$ cat src/rtl/nwa_pkg.sv
`timescale 1ns/1ps
package nwa_pkg;
   // Default geometry of the narrow transmit bus and the rebuilt word
   localparam int BUS_W_DEF  = 6;
   localparam int WORD_W_DEF = 10;

   // Word assembly phase
   typedef enum logic [0:0] {
      PH_WAIT_FIRST = 1'b0,
      PH_HAVE_FIRST = 1'b1
   } phase_t;
endpackage

$ cat src/rtl/nwa_edge_capture.sv
`timescale 1ns/1ps
// Chooses which clock edge samples bus and sync for this path.
module nwa_edge_capture #(
   parameter int BUS_W      = 6,
   parameter bit ALLOW_FALL = 1'b1
) (
   input  logic             clk_i,
   input  logic             rst_i,
   input  logic             fall_sel_i,
   input  logic             sync_i,
   input  logic [BUS_W-1:0] bus_i,
   output logic             sync_o,
   output logic [BUS_W-1:0] bus_o
);
   generate
      if (ALLOW_FALL) begin : g_dual
         logic             neg_sync_q;
         logic [BUS_W-1:0] neg_bus_q;

         always_ff @(negedge clk_i) begin
            if (rst_i) begin
               neg_sync_q <= 1'b1;
               neg_bus_q  <= '0;
            end else begin
               neg_sync_q <= sync_i;
               neg_bus_q  <= bus_i;
            end
         end

         // Rising mode: the sequencer flops sample the live pins directly.
         assign sync_o = fall_sel_i ? neg_sync_q : sync_i;
         assign bus_o  = fall_sel_i ? neg_bus_q  : bus_i;
      end else begin : g_rise
         logic unused_rise;
         assign unused_rise = ^{fall_sel_i, clk_i, rst_i};
         assign sync_o = sync_i;
         assign bus_o  = bus_i;
      end
   endgenerate
endmodule

$ cat src/rtl/nwa_nibble_pack.sv
`timescale 1ns/1ps
// Combines a held first nibble and the current second nibble into a word.
module nwa_nibble_pack #(
   parameter int BUS_W  = 6,
   parameter int WORD_W = 10
) (
   input  logic [BUS_W-1:0]  first_i,
   input  logic [BUS_W-1:0]  second_i,
   input  logic              ls_first_i,
   input  logic              even_split_i,
   output logic [WORD_W-1:0] word_o
);
   localparam int HALF_W   = WORD_W / 2;
   localparam int NARROW_W = WORD_W - BUS_W;
   localparam int PAD_W    = WORD_W - BUS_W;

   logic [BUS_W-1:0]  ms_nib, ls_nib;
   logic [WORD_W-1:0] ms_ext, ls_ext;

   always_comb begin
      ms_nib = ls_first_i ? second_i : first_i;
      ls_nib = ls_first_i ? first_i  : second_i;
      ms_ext = {{PAD_W{1'b0}}, ms_nib};
      ls_ext = {{PAD_W{1'b0}}, ls_nib};
      if (even_split_i) begin
         // both halves are top-justified HALF_W-bit fields
         word_o = ((ms_ext >> (BUS_W - HALF_W)) << HALF_W)
                | (ls_ext >> (BUS_W - HALF_W));
      end else begin
         // full-width upper part, top-justified narrow lower part
         word_o = (ms_ext << NARROW_W)
                | (ls_ext >> (BUS_W - NARROW_W));
      end
   end
endmodule

$ cat src/rtl/nwa_sequencer.sv
`timescale 1ns/1ps
// Tracks the sync phase, holds the first nibble and registers the output.
module nwa_sequencer
   import nwa_pkg::*;
#(
   parameter int BUS_W  = 6,
   parameter int WORD_W = 10
) (
   input  logic              clk_i,
   input  logic              rst_i,
   input  logic              bypass_i,
   input  logic              sync_i,
   input  logic [BUS_W-1:0]  bus_i,
   input  logic [WORD_W-1:0] packed_i,
   output logic [BUS_W-1:0]  first_o,
   output logic [WORD_W-1:0] word_o,
   output logic              valid_o
);
   localparam int PAD_W = WORD_W - BUS_W;

   phase_t            phase_q;
   logic [BUS_W-1:0]  first_q;
   logic              prev_low_q;
   logic [WORD_W-1:0] word_q;
   logic              valid_q;

   always_ff @(posedge clk_i) begin
      if (rst_i) begin
         phase_q    <= PH_WAIT_FIRST;
         first_q    <= '0;
         prev_low_q <= 1'b0;
         word_q     <= '0;
         valid_q    <= 1'b0;
      end else if (bypass_i) begin
         word_q     <= {bus_i, {PAD_W{1'b0}}};
         valid_q    <= 1'b1;
         phase_q    <= PH_WAIT_FIRST;
         prev_low_q <= 1'b0;
      end else if (!sync_i) begin
         first_q    <= bus_i;
         phase_q    <= PH_HAVE_FIRST;
         valid_q    <= prev_low_q;
         prev_low_q <= 1'b1;
      end else begin
         prev_low_q <= 1'b0;
         if (phase_q == PH_HAVE_FIRST) begin
            word_q  <= packed_i;
            valid_q <= 1'b1;
            phase_q <= PH_WAIT_FIRST;
         end else begin
            valid_q <= 1'b0;
         end
      end
   end

   assign first_o = first_q;
   assign word_o  = word_q;
   assign valid_o = valid_q;
endmodule

$ cat src/rtl/nib_word_asm.sv
`timescale 1ns/1ps
module nib_word_asm #(
   parameter int BUS_W      = nwa_pkg::BUS_W_DEF,
   parameter int WORD_W     = nwa_pkg::WORD_W_DEF,
   parameter bit ALLOW_FALL = 1'b1
) (
   input  logic              clk_i,
   input  logic              rst_i,
   input  logic              cfg_fall_edge_i,
   input  logic              cfg_ls_first_i,
   input  logic              cfg_even_split_i,
   input  logic              cfg_bypass_i,
   input  logic              sync_i,
   input  logic [BUS_W-1:0]  bus_i,
   output logic [WORD_W-1:0] word_o,
   output logic              word_valid_o
);
   localparam int HALF_W = WORD_W / 2;

   generate
      if (WORD_W <= BUS_W || WORD_W > 2 * BUS_W) begin : g_bad_geom
         $error("nib_word_asm: WORD_W must lie in (BUS_W, 2*BUS_W]");
      end
      if ((WORD_W % 2) != 0 || HALF_W > BUS_W) begin : g_bad_half
         $error("nib_word_asm: even split needs an even WORD_W no wider than 2*BUS_W");
      end
   endgenerate

   logic              smp_sync;
   logic [BUS_W-1:0]  smp_bus;
   logic [BUS_W-1:0]  held_first;
   logic [WORD_W-1:0] packed_word;

   nwa_edge_capture #(
      .BUS_W      (BUS_W),
      .ALLOW_FALL (ALLOW_FALL)
   ) u_cap (
      .clk_i      (clk_i),
      .rst_i      (rst_i),
      .fall_sel_i (cfg_fall_edge_i),
      .sync_i     (sync_i),
      .bus_i      (bus_i),
      .sync_o     (smp_sync),
      .bus_o      (smp_bus)
   );

   nwa_nibble_pack #(
      .BUS_W  (BUS_W),
      .WORD_W (WORD_W)
   ) u_pack (
      .first_i      (held_first),
      .second_i     (smp_bus),
      .ls_first_i   (cfg_ls_first_i),
      .even_split_i (cfg_even_split_i),
      .word_o       (packed_word)
   );

   nwa_sequencer #(
      .BUS_W  (BUS_W),
      .WORD_W (WORD_W)
   ) u_seq (
      .clk_i    (clk_i),
      .rst_i    (rst_i),
      .bypass_i (cfg_bypass_i),
      .sync_i   (smp_sync),
      .bus_i    (smp_bus),
      .packed_i (packed_word),
      .first_o  (held_first),
      .word_o   (word_o),
      .valid_o  (word_valid_o)
   );
endmodule

$ cat config.mk
export PLATFORM = sky130hd
export DESIGN_NAME = nib_word_asm
export DESIGN_NICKNAME = d
export VERILOG_FILES = /design/src/rtl/nwa_pkg.sv /design/src/rtl/nwa_edge_capture.sv /design/src/rtl/nwa_nibble_pack.sv /design/src/rtl/nwa_sequencer.sv /design/src/rtl/nib_word_asm.sv
export SDC_FILE = /design/constraint.sdc
export NUM_CORES = 1
export LEC_CHECK = 0
export CAP_MARGIN = 0
export CORE_UTILIZATION = 53
export CTS_BUF_LIST = sky130_fd_sc_hd__clkbuf_4 sky130_fd_sc_hd__clkbuf_8 sky130_fd_sc_hd__clkbuf_16
export CTS_CLUSTER_SIZE = 12
export DETAILED_ROUTE_END_ITERATION = 12
export GPL_ROUTABILITY_DRIVEN = 0
export HOLD_SLACK_MARGIN = 0.15
export PLACE_DENSITY = 0.93
export SETUP_SLACK_MARGIN = 0.05
export SLEW_MARGIN = 25
export SYNTH_ARGS = -nofsm -noshare
export SYNTH_HDL_FRONTEND = slang
export SYNTH_SLANG_ARGS = --single-unit
$ cat constraint.sdc
create_clock -name clk_i -period 2.72 [get_ports clk_i]
set_input_delay 0.816 -clock clk_i [delete_from_list [all_inputs] [get_ports clk_i]]
set_output_delay 0.816 -clock clk_i [all_outputs]
set_load 0.1 [all_outputs]
==> flow_summary.ini, run 1 <==
[die]
coreArea_um2 = 1982
die_x_um = 48.15
start_util_pct = 56.94
rows = 16
chipHeight_um = 48.15
die_area_um2 = 2318
io_pins = 24

[route]
drt_iter0_drc = 25
first_pass_iters = 4
post_drt_wl_per_cell_um = 15.32
drtAntennaViolNets = 0
routed_wl_mm = 2.742
via_per_inst = 5.564
route.detailed.drc = 0
vias = 996

[yosys]
synth_adder_area_share_pct = 0
synth_seq_cells = 25
synth.top_cell.area_share_pct = 44.35
syn_nets = 128
muxShareOfSynthArea_pct = 15.08
synthCells = 115
yosysTopAreaCell = dfxtp_1
synth-warning-count = 0
ys_seq_area_share_pct = 44.35
syn_avg_cell_area_um2 = 9.814
synth_simple_gate_area_share_pct = 13.41
netlist_area_um2 = 1129
synth.distinct_cells = 25
synth_compound_area_share_pct = 19.40
synth_top_family_by_area = compound AO/OA/AOI/OAI gates
ys_top_cells_by_area = dfxtp_1 44%, mux2i_1 9.8%, nor2_1 5.0%, a211oi_2 4.4%, a21oi_1 4.0%
synth_xor_xnor_area_share_pct = 0

[sta]
worst_slew_pin_slew_ns = 0.3901
setup_viol = 0
rsz0062_at_grt = false
hold_viol_final = 0
max-slew-margin-rel_pct = 73.25
fin_skew_ns = 0.06492
fin_tns_setup_ns = 0
maxSlewViolCount = 0

[placed_design]
dp_hpwl_mm = 1.770
portBuffers = 23
dp.cells = 165

[status]
status = finished, final reports clean

[critical_path]
crit_type = input port to flip-flop
cp_num_buf_inv = 1
worstPathArrival_ns = 1.54
r2r_end = u_seq.word_o[7]$_SDFFE_PP0P_
required_ns = 1.62
rrSetupSlack_ns = 0.11
reg2reg_depth = 4
worst_r2r_startpoint = u_cap.g_dual.neg_sync_q$_SDFF_NP1_
slowest_stage = clkdlybuf4s50_1
cp-startpoint = sync_i
cpPeakStageDelay_ns = 0.47
worstPathCellList = clkdlybuf4s50_1, or2_4
crit_fanout = 2
cpLargestDelayFamily = buffers and inverters
path_depth = 2
crit_path_end_kind = flip-flop
startpoint_type = input port

[cells_and_area]
antennaDiodeCount = 0
nNetsFinal = 166
area_growth_syn_to_layout_pct = 31.26
fin_cells = 179
final_layout_size_suffix_gt1_share_pct = 27.63

[clock_network]
clk_path_buf_depth = 2
clock_latency_ns = 0.38
holdBufCountCts = 0
h-tree-depth = 1
path_clk_slew_ns = 0.13
clock-sinks = 25
cts.root.buffer_cell = clkbuf_4
cts_tree = done
numCtsBuffers = 3

[global_route]
grt-ovfl-total = 0
grt_pass1_vias = 846
grt_max_degree = 15
antenna_found_initial = 0
grt_pass1_wl_mm = 3.815
grt_usage_pct = 24.42

[min_path]
holdPathEnd = u_seq.word_o[7]$_SDFFE_PP0P_
whs_path_depth = 2
hp-start = u_seq.word_o[7]$_SDFFE_PP0P_
worstHoldPathType = flip-flop to flip-flop

[power_and_ir_drop]
peakVddDrop_mv = 0.3963
power.leakage_uw = 0.0006339
cellPowerDensity_nw_per_um2 = 545.2

[job]
cap_violations = 0
## logic make-up after synthesis
kind of cell / count (synthesis)
flops: 25
mux: 14
buf+inv: 15
compound gates: 29
simple gates: 32
## how the worst max path moves through the flow
stage / slack (ns) / to
finish: 0.08 / u_cap.g_dual.neg_sync_q$_SDFF_NP1_
global placement: -0.27 / u_cap.g_dual.neg_sync_q$_SDFF_NP1_
detailed placement: -0.28 / u_cap.g_dual.neg_sync_q$_SDFF_NP1_
floorplan: 0.07 / u_cap.g_dual.neg_sync_q$_SDFF_NP1_
CTS: 0.09 / u_seq.word_o[8]$_SDFFE_PP0P_
global route: 0.04 / u_seq.first_o[0]$_SDFFE_PP0P_
## through the flow
| step | hold WS [ns] | setup WS (ns) | area [µm²] | power [µW] | utilization (%) |
|---|---|---|---|---|---|
| after CTS | 0.4706 | 0.08781 | 1441 | 795.1 | 72.73 |
| after global routing | 0.4894 | 0.04327 | 1481 | 848.1 | 74.75 |
| final | 0.4669 | 0.08087 | 1481 | 807.7 | 74.75 |
| after detailed placement | 0.4513 | -0.2816 | 1366 | 611.9 | 68.94 |
| after floorplan | 0.4746 | 0.06526 | 1152 | 563.0 | - |
| after global placement | 0.4409 | -0.2707 | 1366 | 606.5 | 68.94 |
## where the power goes
part | internal (µW) | total, µW | switching, µW
logic | 77.7 | 206 | 129
registers | 387 | 399 | 11.8
clock network | 67.0 | 202 | 135
total | 532 | 808 | 276
## what timing repair did
item,in CTS,in global routing
buffers inserted,2,1
gates resized for setup,1,8
pin swaps,1,3
setup endpoints to repair,4,11
gates cloned,0,1
## tightest hold or removal path: cells and delay by family, from the launching register on
| family | cells | cell delay, ns |
|---|---|---|
| AO/OA/AOI/OAI | 1 | 0.05 |
| AND/OR/NAND/NOR | 1 | 0.05 |
| flip-flops | 1 | 0.33 |
## state kept, by name, indices dropped and copies added, names as in the netlist
signal	count
u_seq.word_o	10
u_cap.g_dual.neg_bus_q	6
u_seq.first_o	6
u_cap.g_dual.neg_sync_q	1
u_seq.phase_q	1
u_seq.valid_o	1
## placed cells by master, fill, tap and decap left out
cell | Yosys | final
nor2_4 | 1 | 1
o21ai_0 | 4 | 3
nor3_1 | 1 | 1
a21oi_4 | 1 | 1
dlygate4sd2_1 | 0 | 1
a21oi_1 | 9 | 9
or2_4 | 0 | 1
or2_1 | 1 | 1
buf_4 | 0 | 21
o21ai_1 | 1 | 2
and2_4 | 0 | 1
a211oi_2 | 4 | 6
mux2i_1 | 11 | 8
nor2_1 | 15 | 15
clkinv_1 | 0 | 1
mux4_2 | 2 | 2
a21oi_2 | 0 | 1
clkdlybuf4s50_1 | 0 | 11
inv_1 | 7 | 13
mux2i_2 | 0 | 3
nor2b_1 | 6 | 6
dfxtp_1 | 25 | 25
mux2_4 | 1 | 1
a211oi_1 | 4 | 2
buf_12 | 0 | 1
a211o_1 | 5 | 5
clkbuf_4 | 0 | 3
nand2_1 | 6 | 6
o32ai_1 | 1 | 1
## per-layer routing
layer,global-route usage [%],vias up,part of all wire (%)
li1,-,475,-
met2,40.00,51,47
met3,4.815,16,6.2
met1,28.87,454,39
met5,0,-,0
met4,16.11,0,6.7
## layout make-up
class / instances / area, µm²
multi-input cells: 76 / 575.6
clock inverters: 8 / 30.03
inverters: 6 / 22.52
repair buffers: 34 / 296.5
well taps: 27 / 33.78
flip-flops and latches: 25 / 500.5
clock buffers: 3 / 22.52
fillers: 132 / 500.5
## cells in the mapped netlist
cell and count:
dfxtp_1 25, o32ai_1 1, a211oi_1 4, buf_2 1, mux2_4 1, buf_6 4
inv_1 7, nand2_1 6, a211o_1 5, mux4_2 2, or2_2 1, a21oi_4 1
nor2_4 1, o21ai_1 1, mux2i_1 11, o21ai_0 4, buf_1 2, clkbuf_1 1
nor2_1 15, nor3_1 1, or2_1 1, nor2b_1 6, a21oi_1 9, and2_1 1
a211oi_2 4
(Power assumes the default switching activity.)
==> inputs of run 2 (changes only) <==
- SLEW_MARGIN: 25 -> 5
==> results of run 2 <==
Same layout as run 1: the final DEF is identical, and so are final timing and power.
==> inputs of run 3 (changes only) <==
--- a/config.mk
+++ b/config.mk
@@ -8,2 +8,3 @@
 export CAP_MARGIN = 0
+export CORE_MARGIN = 2
 export CORE_UTILIZATION = 53
@@ -15,3 +16,3 @@
 export PLACE_DENSITY = 0.93
-export SETUP_SLACK_MARGIN = 0.05
+export SETUP_SLACK_MARGIN = 0.15
 export SLEW_MARGIN = 5
--- a/constraint.sdc
+++ b/constraint.sdc
@@ -3,2 +3,2 @@
 set_output_delay 0.816 -clock clk_i [all_outputs]
-set_load 0.1 [all_outputs]
+set_load 0.005 [all_outputs]
==> run 3 against run 2 <==
  * First-iteration DRC count rose by 8.0%
  * Clock skew rose by 0.018 ns
  * Clock power rose by 11%
  * Power fell by 4.2%
  * Die area rose by 8.5%
  * Critical endpoint is now u_seq.word_o[3]$_SDFFE_PP0P_
==> flow_summary.ini, run 3 (synthesis gave the netlist of run 1 again) <==
[status]
status = finished, final reports clean

[route]
routed_wl_mm = 2.595
via_per_inst = 5.404
vias = 962
post_drt_wl_per_cell_um = 14.58
drt_iter0_drc = 27
route.detailed.drc = 0
drtAntennaViolNets = 0
first_pass_iters = 4

[cells_and_area]
final_common_cell = dfxtp_1
largest_reg_flops = 10
final_area_um2 = 1528
final_layout_size_suffix_gt1_share_pct = 24.50
fin_cells = 178
nNetsFinal = 165
area_growth_syn_to_layout_pct = 35.37
antennaDiodeCount = 0
final_cell_mix = 24 x dfxtp_1, 21 x clkdlybuf4s50_1, 14 x nor2_1

[die]
io_pins = 24
rows = 16
coreArea_um2 = 1982
chipHeight_um = 50.15
start_util_pct = 56.94
die_area_um2 = 2515
die_x_um = 50.15

[critical_path]
cp_num_buf_inv = 0
startpoint_type = flip-flop
cp-startpoint = u_cap.g_dual.neg_bus_q[4]$_SDFF_NP0_
rrSetupSlack_ns = 0.12
path_depth = 4
required_ns = 2.94
worstPathCellList = mux2i_1, mux2i_1, mux2i_1, a21oi_1
reg2reg_depth = 4
crit_fanout = 3
crit_type = flip-flop to flip-flop
worstPathArrival_ns = 2.82
r2r_end = u_seq.word_o[3]$_SDFFE_PP0P_
slowest_stage = dfxtp_1
crit_top_cell = mux2i_1
cpPeakStageDelay_ns = 0.30
setup.worst_path.end = u_seq.word_o[3]$_SDFFE_PP0P_
worst_r2r_startpoint = u_cap.g_dual.neg_bus_q[4]$_SDFF_NP0_
cpLargestDelayFamily = multiplexers
crit_path_end_kind = flip-flop

[clock_network]
cts_tree = done
clock-sinks = 25
holdBufCountCts = 0
cts.root.buffer_cell = clkbuf_4
clk_path_buf_depth = 2
numCtsBuffers = 3
path_clk_slew_ns = 0.14
clock_latency_ns = 0.40
h-tree-depth = 1

[global_route]
antenna_found_initial = 0
grt_pass1_vias = 965
grt_pass1_wl_mm = 4.284
grt_max_degree = 15
grt_usage_pct = 22.50
grt-ovfl-total = 0

[sta]
max-slew-margin-rel_pct = 68.58
hold_viol_final = 0
hold_ws_ns = 0.4700
worst_slew_pin_slew_ns = 0.4698
maxSlewViolCount = 0
fin_skew_ns = 0.08252
rsz0062_at_grt = true
setup_viol = 0

[placed_design]
dp.cells = 163
place_area_um2 = 1379
dp_hpwl_mm = 1.716
portBuffers = 23

[power_and_ir_drop]
power.switching_uw = 227.6
peakVddDrop_mv = 0.3256
power.leakage_uw = 0.0006110
sw_frac_of_total_pct = 29.40
p_int_uw = 546.5
cellPowerDensity_nw_per_um2 = 506.7
pwr-share-comb_pct = 19.6
clock_power_share_pct = 28.9
p_seq_share_pct = 51.5

[job]
cap_violations = 0

[min_path]
worstHoldPathType = flip-flop to flip-flop
run 3: changes by cell type in the layout (fill, tap and decap cells not counted), sizes merged:
cell / delta
buf: -13
clkdlybuf4s50: +10
clkbuf: +1
clkinv: -1
dlygate4sd2: +1
nor2: +1
run 3: tightest hold or removal path: cells and delay by family, from the launching register on:
kind	cells	cell delay (ns)
AO/OA/AOI/OAI	1	0.05
AND/OR/NAND/NOR	1	0.05
flip-flops	1	0.34
run 3: how the worst min path moves through the flow:
| stage | from | to | slack, ns | cells past startpoint |
|---|---|---|---|---|
| 2_1_floorplan | u_seq.word_o[5]$_SDFFE_PP0P_ | u_seq.word_o[5]$_SDFFE_PP0P_ | 0.45 | 2 |
| 3_3_place_gp | u_seq.word_o[8]$_SDFFE_PP0P_ | u_seq.word_o[8]$_SDFFE_PP0P_ | 0.44 | 2 |
| 3_5_place_dp | u_seq.word_o[9]$_SDFFE_PP0P_ | u_seq.word_o[9]$_SDFFE_PP0P_ | 0.45 | 2 |
| 4_1_cts | u_seq.word_o[9]$_SDFFE_PP0P_ | u_seq.word_o[9]$_SDFFE_PP0P_ | 0.47 | 2 |
| 5_1_grt | u_seq.word_o[7]$_SDFFE_PP0P_ | u_seq.word_o[7]$_SDFFE_PP0P_ | 0.50 | 2 |
| 6_report | u_seq.word_o[8]$_SDFFE_PP0P_ | u_seq.word_o[8]$_SDFFE_PP0P_ | 0.47 | 2 |
run 3: repair_timing:
| item | in CTS | in global routing |
|---|---|---|
| setup endpoints to repair | 23 | 16 |
| pin swaps | 2 | 13 |
| buffers inserted | 3 | 0 |
| gates cloned | 1 | 1 |
| resized for setup | 6 | 16 |
run 3: per-layer routing:
layer  wire length, µm  track usage (%)
met5                 0                0
met4                42            9.722
met3               107            2.976
met2              1309            39.04
met1              1136            27.72
run 3: metrics by stage:
step	TNS [ns]	setup slack (ns)	utilization, %	total power [µW]
after CTS	0	0.1016	73.80	753.7
after global routing	0	0.05038	77.08	809.8
after floorplan	0	0.08422	-	505.6
final	0	0.1206	77.08	774.1
after detailed placement	-1.803	-0.2674	69.57	555.3
after global placement	-1.672	-0.2405	69.57	549.6
run 3: area by class of cell:
class                           count  area, µm²
Multi-Input combinational cell     77      610.6
Sequential cell                    25      501.7
Fill cell                         130      454.2
Timing Repair Buffer               32      302.8
Tap cell                           27      33.78
Clock buffer                        4      30.03
Clock inverter                      7      26.28
Inverter                            6      22.52
run 3: power by group through the flow:
stage / registers (µW) / logic, µW / clock network, µW
5_1_grt: 401 / 164 / 244
3_3_place_gp: 404 / 128 / 18.2
4_1_cts: 398 / 138 / 218
6_report: 399 / 152 / 224
2_1_floorplan: 404 / 83.4 / 18.2
3_5_place_dp: 405 / 132 / 18.2
